--- config.mk ---
export PLATFORM = sky130hd
export DESIGN_NAME = intc_daisy
export DESIGN_NICKNAME = d
export VERILOG_FILES = /design/src/rtl/intc_pkg.sv /design/src/rtl/intc_control.sv /design/src/rtl/intc_datapath.sv /design/src/rtl/intc_daisy.sv
export SDC_FILE = /design/constraint.sdc
export NUM_CORES = 1
export LEC_CHECK = 0
export BUFFER_PORTS_ARGS = -buffer_cell sky130_fd_sc_hd__buf_4
export CORE_MARGIN = 4
export CORE_UTILIZATION = 49
export DETAILED_ROUTE_END_ITERATION = 8
export GPL_TIMING_DRIVEN = 0
export PLACE_DENSITY = 0.77
export RECOVER_POWER = 100
export SETUP_SLACK_MARGIN = 0.5
export SKIP_CTS_REPAIR_TIMING = 1
export SYNTH_ARGS = -nofsm -noshare
export SYNTH_HDL_FRONTEND = slang
export SYNTH_SLANG_ARGS = --single-unit
--- constraint.sdc ---
create_clock -name clk -period 2.18 [get_ports clk]
set_clock_uncertainty 0.2 [all_clocks]
set_input_delay 0.218 -clock clk [delete_from_list [all_inputs] [get_ports clk]]
set_output_delay 0.218 -clock clk [all_outputs]
set_load 0.02 [all_outputs]
--- src/rtl/intc_pkg.sv ---
package intc_pkg;
  localparam int NumChan    = 2;
  localparam int SrcPerChan = 3;
  localparam int NumSrc     = NumChan * SrcPerChan;
  localparam int ExtSlot    = 2;   // position of ext/status within a channel
  localparam int DataW      = 8;

  typedef struct packed {
    logic extMaster;
    logic swAckEn;
    logic dlc;
    logic mie;
  } ctrlReg_t;

  typedef struct packed {
    logic ack;
    logic resetIus;
  } ctrlStb_t;
endpackage

--- src/rtl/intc_control.sv ---
module intc_control
  import intc_pkg::*;
(
  input  logic              clk,
  input  logic              rstN,
  input  logic              wrEn,
  input  logic [1:0]        wrSel,
  input  logic [DataW-1:0]  wrData,
  input  logic              rdEn,
  input  logic [1:0]        rdSel,
  input  logic              intAck,
  input  logic              iei,
  output logic [NumSrc-1:0] srcEn,
  output ctrlReg_t          cfg,
  output ctrlStb_t          stb
);
  always_ff @(posedge clk or negedge rstN) begin
    if (!rstN) begin
      srcEn <= '0;
      cfg   <= '0;
    end else if (wrEn) begin
      if (wrSel == 2'd1) srcEn <= wrData[NumSrc-1:0];
      if (wrSel == 2'd2) cfg   <= ctrlReg_t'(wrData[3:0]);
    end
  end

  logic swAck;
  assign swAck        = rdEn && (rdSel == 2'd2) && cfg.swAckEn;
  assign stb.ack      = iei && (intAck || swAck);
  assign stb.resetIus = wrEn && (wrSel == 2'd0) && wrData[0];
endmodule

--- src/rtl/intc_datapath.sv ---
module intc_datapath
  import intc_pkg::*;
(
  input  logic              clk,
  input  logic              rstN,
  input  logic [NumSrc-1:0] srcCond,
  input  logic [NumSrc-1:0] srcEn,
  input  ctrlReg_t          cfg,
  input  ctrlStb_t          stb,
  input  logic              iei,
  output logic [DataW-1:0]  summary,
  output logic              reqAny,
  output logic              ieo
);
  logic [NumSrc-1:0] enEff, pend, ius, blk, reqVec, winVec, iusHi;

  for (genvar i = 0; i < NumSrc; i++) begin : g_src
    if ((i % SrcPerChan) == ExtSlot) begin : g_ext
      assign enEff[i] = srcEn[i] & cfg.extMaster;
    end else begin : g_plain
      assign enEff[i] = srcEn[i];
    end
    localparam int Ch  = i / SrcPerChan;
    localparam int Bit = (NumChan - 1 - Ch) * SrcPerChan + (i % SrcPerChan);
    assign summary[Bit] = pend[i];
  end
  assign summary[DataW-1:NumSrc] = '0;

  always_comb begin
    logic seen, seenIus;
    seen = 1'b0;
    seenIus = 1'b0;
    for (int i = 0; i < NumSrc; i++) begin
      seenIus   = seenIus | ius[i];
      blk[i]    = seenIus;
      reqVec[i] = pend[i] & ~blk[i];
      winVec[i] = reqVec[i] & ~seen;
      seen      = seen | reqVec[i];
      iusHi[i]  = ius[i] & ((i == 0) ? 1'b1 : ~blk[(i == 0) ? 0 : i-1]);
    end
  end

  always_ff @(posedge clk or negedge rstN) begin
    if (!rstN) begin
      pend <= '0;
      ius  <= '0;
    end else begin
      pend <= srcCond & enEff;
      ius  <= (ius & ~(stb.resetIus ? iusHi : '0))
            | ((stb.ack && cfg.mie) ? winVec : '0);
    end
  end

  assign reqAny = |reqVec;
  assign ieo    = iei && !cfg.dlc && !(|ius) && !(stb.ack && (|pend));

  // a flag is pending only if its source was enabled on the prior clock
  p_pend_needs_en_r1: assert property (@(posedge clk) disable iff (!rstN)
    (pend & ~$past(enEff)) == '0);
  // one acknowledge adds at most one under-service flag
  p_ius_single_r6: assert property (@(posedge clk) disable iff (!rstN)
    $countones(ius) <= $countones($past(ius)) + 1);
  // a flag clears only in a cycle that carried the clear command
  p_ius_clear_cmd_r8: assert property (@(posedge clk) disable iff (!rstN)
    (|($past(ius) & ~ius)) |-> $past(stb.resetIus));
  // the lower-chain disable forces the enable-out low
  p_dlc_blocks_r10: assert property (@(posedge clk) disable iff (!rstN)
    cfg.dlc |-> !ieo);
endmodule

--- src/rtl/intc_daisy.sv ---
module intc_daisy
  import intc_pkg::*;
(
  input  logic              clk,
  input  logic              rstN,
  input  logic              wrEn,
  input  logic [1:0]        wrSel,
  input  logic [DataW-1:0]  wrData,
  input  logic              rdEn,
  input  logic [1:0]        rdSel,
  output logic [DataW-1:0]  rdData,
  input  logic [NumSrc-1:0] srcCond,
  input  logic              intAck,
  input  logic              iei,
  output logic              intN,
  output logic              ieo
);
  logic [NumSrc-1:0] srcEn;
  ctrlReg_t          cfg;
  ctrlStb_t          stb;
  logic [DataW-1:0]  summary;
  logic              reqAny;

  intc_control u_ctl (
    .clk(clk), .rstN(rstN), .wrEn(wrEn), .wrSel(wrSel), .wrData(wrData),
    .rdEn(rdEn), .rdSel(rdSel), .intAck(intAck), .iei(iei),
    .srcEn(srcEn), .cfg(cfg), .stb(stb)
  );

  intc_datapath u_dp (
    .clk(clk), .rstN(rstN), .srcCond(srcCond), .srcEn(srcEn), .cfg(cfg),
    .stb(stb), .iei(iei), .summary(summary), .reqAny(reqAny), .ieo(ieo)
  );

  assign rdData = (rdSel == 2'd0) ? summary : '0;
  assign intN   = !(cfg.mie && iei && reqAny);

  // a request needs the master enable and the chain grant
  p_irq_gate_r3: assert property (@(posedge clk) disable iff (!rstN)
    !intN |-> (cfg.mie && iei));
  // without the chain grant there is no request and no pass-through
  p_iei_low_r11: assert property (@(posedge clk) disable iff (!rstN)
    !iei |-> (intN && !ieo));
endmodule

==> Word-level counts from Yosys, hierarchy flattened <==
Index checks and enable logic that the tools add are counted.
{ "word_totals": {"out_inout_bits": 10, "regBits": 22, "elab_cells": 79, "input_bits": 24} }
{ "op_classes": {"eq_ne": 3, "reduce_logical": 24, "bitwise_logic": 42, "mux": 3} }
{ "op_table": {"columns": ["cell", "n"], "rows": [
  ["$and A1 B1 Y1", 18],
  ["$mux W6", 3],
  ["$reduce_or A6 Y1", 3],
  ["$and A6 B6 Y6", 2],
  ["$logic_and A1 B1 Y1", 12],
  ["$not A1 Y1", 11],
  ["$or A1 B1 Y1", 9],
  ["$not A6 Y6", 1],
  ["$or A6 B6 Y6", 1],
  ["$eq A2 B2 Y1 const B", 2],
  ["$logic_not A1 Y1", 4],
  ["$logic_not A2 Y1", 2],
  ["$reduce_and A2 Y1", 2],
  ["$eq A2 B1 Y1 const B", 1],
  ["$logic_or A1 B1 Y1", 1]
]} }

==> Longest topological paths before layout <==
{ "depth": {"ltp_word": 11, "ltp_mapped": 6, "mapped_depth_nobuf": 4} }

==> By module <==
A second synthesis with hierarchy kept.
{ "unflattened": {"cells_unflattened": 99, "area_unflattened_um2": 1174.9} }
{ "modules_own_cells": {"columns": ["mod", "area_per_inst_um2", "cells_each", "seq_area_each_um2", "instances"], "rows": [
  ["intc_datapath", 614.3, 63, 300.3, 1],
  ["intc_control", 432.9, 25, 250.2, 1],
  ["intc_daisy", 127.6, 11, 0.0, 1]
]} }

==> Worst setup path before layout <==
Ideal clock, no wire load.
{ "synth_path": {"path_type": "reg2out", "start": "register u_dp.ius[0]", "end": "output port ieo", "path_buffers": 2, "setup_slack_ns": -0.040, "required_ns": 1.762, "arrival_ns": 1.802, "stages_incl_launch_ff": 6, "cell_sequence": "dfrtp_1 buf_6 or3_1 buf_2 or3_4 nor4_2"} }
{ "synth_between": {"elab_chain_cells": 4} }
{ "synth_lines": {"columns": ["element", "line", "source"], "rows": [
  ["start, declared", "intc_datapath.sv:15", "logic [NumSrc-1:0] enEff, pend, ius, blk, reqVec, winVec, iusHi;"],
  ["start signal, assigned", "intc_datapath.sv:49", "ius <= (ius & ~(stb.resetIus ? iusHi : '0))"],
  ["$reduce_or A6 Y1", "intc_datapath.sv:55", "assign ieo = iei && !cfg.dlc && !(|ius) && !(stb.ack && (|pend));"],
  ["$logic_not A1 Y1", "intc_datapath.sv:55", null],
  ["$logic_and A1 B1 Y1 (2 in a row)", "intc_datapath.sv:55", null],
  ["end, declared", "intc_daisy.sv:16", "output logic ieo"]
]} }
No other way between the ends.

==> Final worst setup path <==
{ "layout_path": {"start": "register u_dp.ius[1]", "end": "output port intN"} }
{ "layout_between": {"elab_chain_cells": 10, "word_cells_on_any_way": 18, "classes_between": "bitwise (15); reduce/logical (3)"} }
{ "layout_lines": {"columns": ["element", "line", "source"], "rows": [
  ["$or A1 B1 Y1 (*)", "intc_datapath.sv:34", "seenIus = seenIus | ius[i];"],
  ["$or A1 B1 Y1 (4 in a row)", "intc_datapath.sv:34", null],
  ["$not A1 Y1", "intc_datapath.sv:36", "reqVec[i] = pend[i] & ~blk[i];"],
  ["$and A1 B1 Y1", "intc_datapath.sv:36", null],
  ["$reduce_or A6 Y1 (*)", "intc_datapath.sv:54", "assign reqAny = |reqVec;"],
  ["$logic_and A1 B1 Y1 (*)", "intc_daisy.sv:36", "assign intN = !(cfg.mie && iei && reqAny);"],
  ["$logic_not A1 Y1 (*)", "intc_daisy.sv:36", null],
  ["end, declared", "intc_daisy.sv:15", "output logic intN,"]
]} }
Every way passes the cells marked *; elsewhere a longest branch is shown, timed or not.

==> flow_summary.toml <==
[outcome]
status = "complete, but fails checks"
violations = "negative setup slack"

[route]
wl_met1_um = 951
vias = 920
drt_iter0_markers = 7
drt-wirelength-per-cell_um = 14.1
ant_nets = 0
maxUsedRoutingLayer = "met4"
routed_wl_um = 2480
drcViolationCount = 0
wl_met3_um = 158
viasPerCell = 5.23
first_pass_iters = 4
detailroute.wirelength.met2_um = 1320

[global_routing]
antenna_found_initial = 0
grt_pass1_vias = 807
grt_max_degree = 23
track_usage_pct = 16.1
overflow = 0
grt_pass1_wl_um = 3370

[cts]
clockRootBuffer = "clkbuf_4"
worstSkewPairLatency_ns = 0.29
htreeDepth = 1
cts.sinks = 22
clock_path_buffers = 2
cts_made_buffers = 3
clk_pin_slew_ns = 0.12
cts_tree = "done"

[synthesis]
yosysSeqAreaShare_pct = 52.1
yosys_warnings = 0
synthCells = 95
synth_cell_type_count = 30
ys_seq_elements = 22
synth_area_mm2 = 0.00106
synth_area_per_cell_um2 = 11.1

[timing]
period_minus_slack_ns = 2.59
rsz0062_at_grt = "true"
finalCritPeriodShare_pct = 119
hold_viol = 0
layout_setup_ws_ns = -0.406
worstMarginPinSlew_ns = 1.13
slew_violations = 0
setup-tns-final_ns = -0.772
hold-worst-slack_ns = 0.157
max_freq_ghz = 0.387
setup_viol = 2
slew_headroom_pct = 24.9

[pwr]
power_uw = 1480
power_density_mw_per_mm2 = 948
power_leakage_uw = 0.000707
ir_worst_vdd_mv = 0.721

[worst_setup_path]
r2r_setup_slack_ns = 0.22
worstRegToRegCells = 5
arrival_ns = 2.17
start_kind = "flip-flop"
path_max_fanout = 6
r2r-start = "u_dp.ius[1]"
r2r-end = "u_dp.ius[5]"
critical_path_class = "flip-flop to output port"
cp.required_ns = 1.76
endpoint_kind = "output port"

[final_layout]
antenna_cells = 0
final_layout_size_suffix_gt1_share_pct = 36.2
finalNetCount = 174
mostFrequentLayoutCells = "buf_4, dfrtp_1, dlygate4sd3_1, clkbuf_4, mux2_2"
filler_cell_count = 150
area_delta_synth_final_pct = 48.2

[placed_design]
port_buffers = 29
dpl.hpwl_um = 1670
place_congestion = 0.799

[floorplanning]
ios = 34
die_w_um = 54.5
fp-row-count = 16
start_util_pct = 52.8
chipHeight_um = 54.5
core_mm2 = 0.00200
die_area_mm2 = 0.00296

[hold_path]
hp-class = "input pin to flip-flop"
holdPathEnd = "u_dp.ius[0]"
hp-start = "iei"
holdPathStages = 4

[job]
drv_cap = 0
==> how the worst max path moves through the flow <==
stage / from / end / slack, ns / cells after the start
floorplan: u_dp.ius[0] / intN / 0.12 / 6
global placement: u_dp.ius[0] / intN / -0.06 / 7
detailed placement: u_dp.ius[0] / intN / -0.08 / 7
CTS: u_dp.ius[0] / intN / -0.44 / 7
global route: u_dp.ius[1] / intN / -0.46 / 6
finish: u_dp.ius[1] / intN / -0.41 / 6
==> Yosys cell counts, drive strengths merged <==
library cell | n | area share (%)
nand3 | 2 | 0.95
and2 | 9 | 5.3
nand2 | 3 | 1.1
a21oi | 4 | 1.9
o41ai | 1 | 0.83
o21ai | 5 | 2.4
nor4 | 3 | 2.4
nor3b | 1 | 1.2
and4b | 1 | 0.95
nor3 | 3 | 1.4
inv | 3 | 1.1
buf | 4 | 3.0
a31oi | 1 | 0.59
nand3b | 3 | 2.1
o311ai | 2 | 1.7
o211a | 1 | 0.95
nor2 | 5 | 1.8
or3 | 2 | 1.7
nand2b | 2 | 1.2
mux2 | 10 | 11
dfrtp | 22 | 52
nor2b | 1 | 0.59
and3 | 2 | 1.2
o31ai | 4 | 2.8
conb | 1 | 0.35
==> final cells by class <==
class	instances	area, µm²	share of cell area [%]
repair buffers	49	382	24.4
flip-flops and latches	22	551	35.1
plain buffers	4	37.5	2.40
well taps	27	33.8	2.16
multi-input cells	67	499	31.9
clock buffers	3	22.5	1.44
inverters	3	11.3	0.719
clock inverters	1	30.0	1.92
==> through the flow <==
step	std cells	area, µm²	util, %	setup WS, ns
4_1_cts	156	1380	69.0	-0.435
2_1_floorplan	96	1080	-	0.117
3_5_place_dp	152	1330	66.4	-0.0799
5_1_grt	176	1570	78.3	-0.459
3_3_place_gp	152	1330	66.4	-0.0584
6_report	176	1570	78.3	-0.406
==> per-layer routing <==
layer	GRT usage, %	up-vias
met5	0	-
met4	4.98	0
met3	3.27	6
met2	29.3	37
met1	18.8	425
li1	-	452
==> critical path: stages, from the launching register on <==
cell and delay [ns]:
dfrtp_1 0.45, or3_4 0.40, buf_6 0.12, or3_4 0.39, nor3b_4 0.22, o311ai_2 0.11
buf_4 0.17
==> logic make-up (layout without fill, tap and decap cells) <==
| logic type | count (synthesis) | after routing | synth area share [%] |
|---|---|---|---|
| AOI/OAI and AO/OA | 18 | 18 | 11.1 |
| muxes | 10 | 10 | 10.7 |
| buffers and inverters | 7 | 60 | 4.02 |
| DFF | 22 | 22 | 52.1 |
| other | 1 | 2 | 0.355 |
| and+or+nand+nor | 37 | 37 | 21.8 |
==> state kept, by name (all words and copies together) (netlist names) <==
register / flops
u_ctl.srcEn: 6
u_dp.ius: 6
u_dp.pend: 6
u_ctl.cfg: 4
==> where the power goes <==
group	internal (µW)	leakage (µW)	switching [µW]
Sequential	500	0.000277	91.0
Combinational	342	0.000402	253
Clock	186	0.0000279	114
Total	1030	0.000707	458
Power figures use the tool's default switching activity.
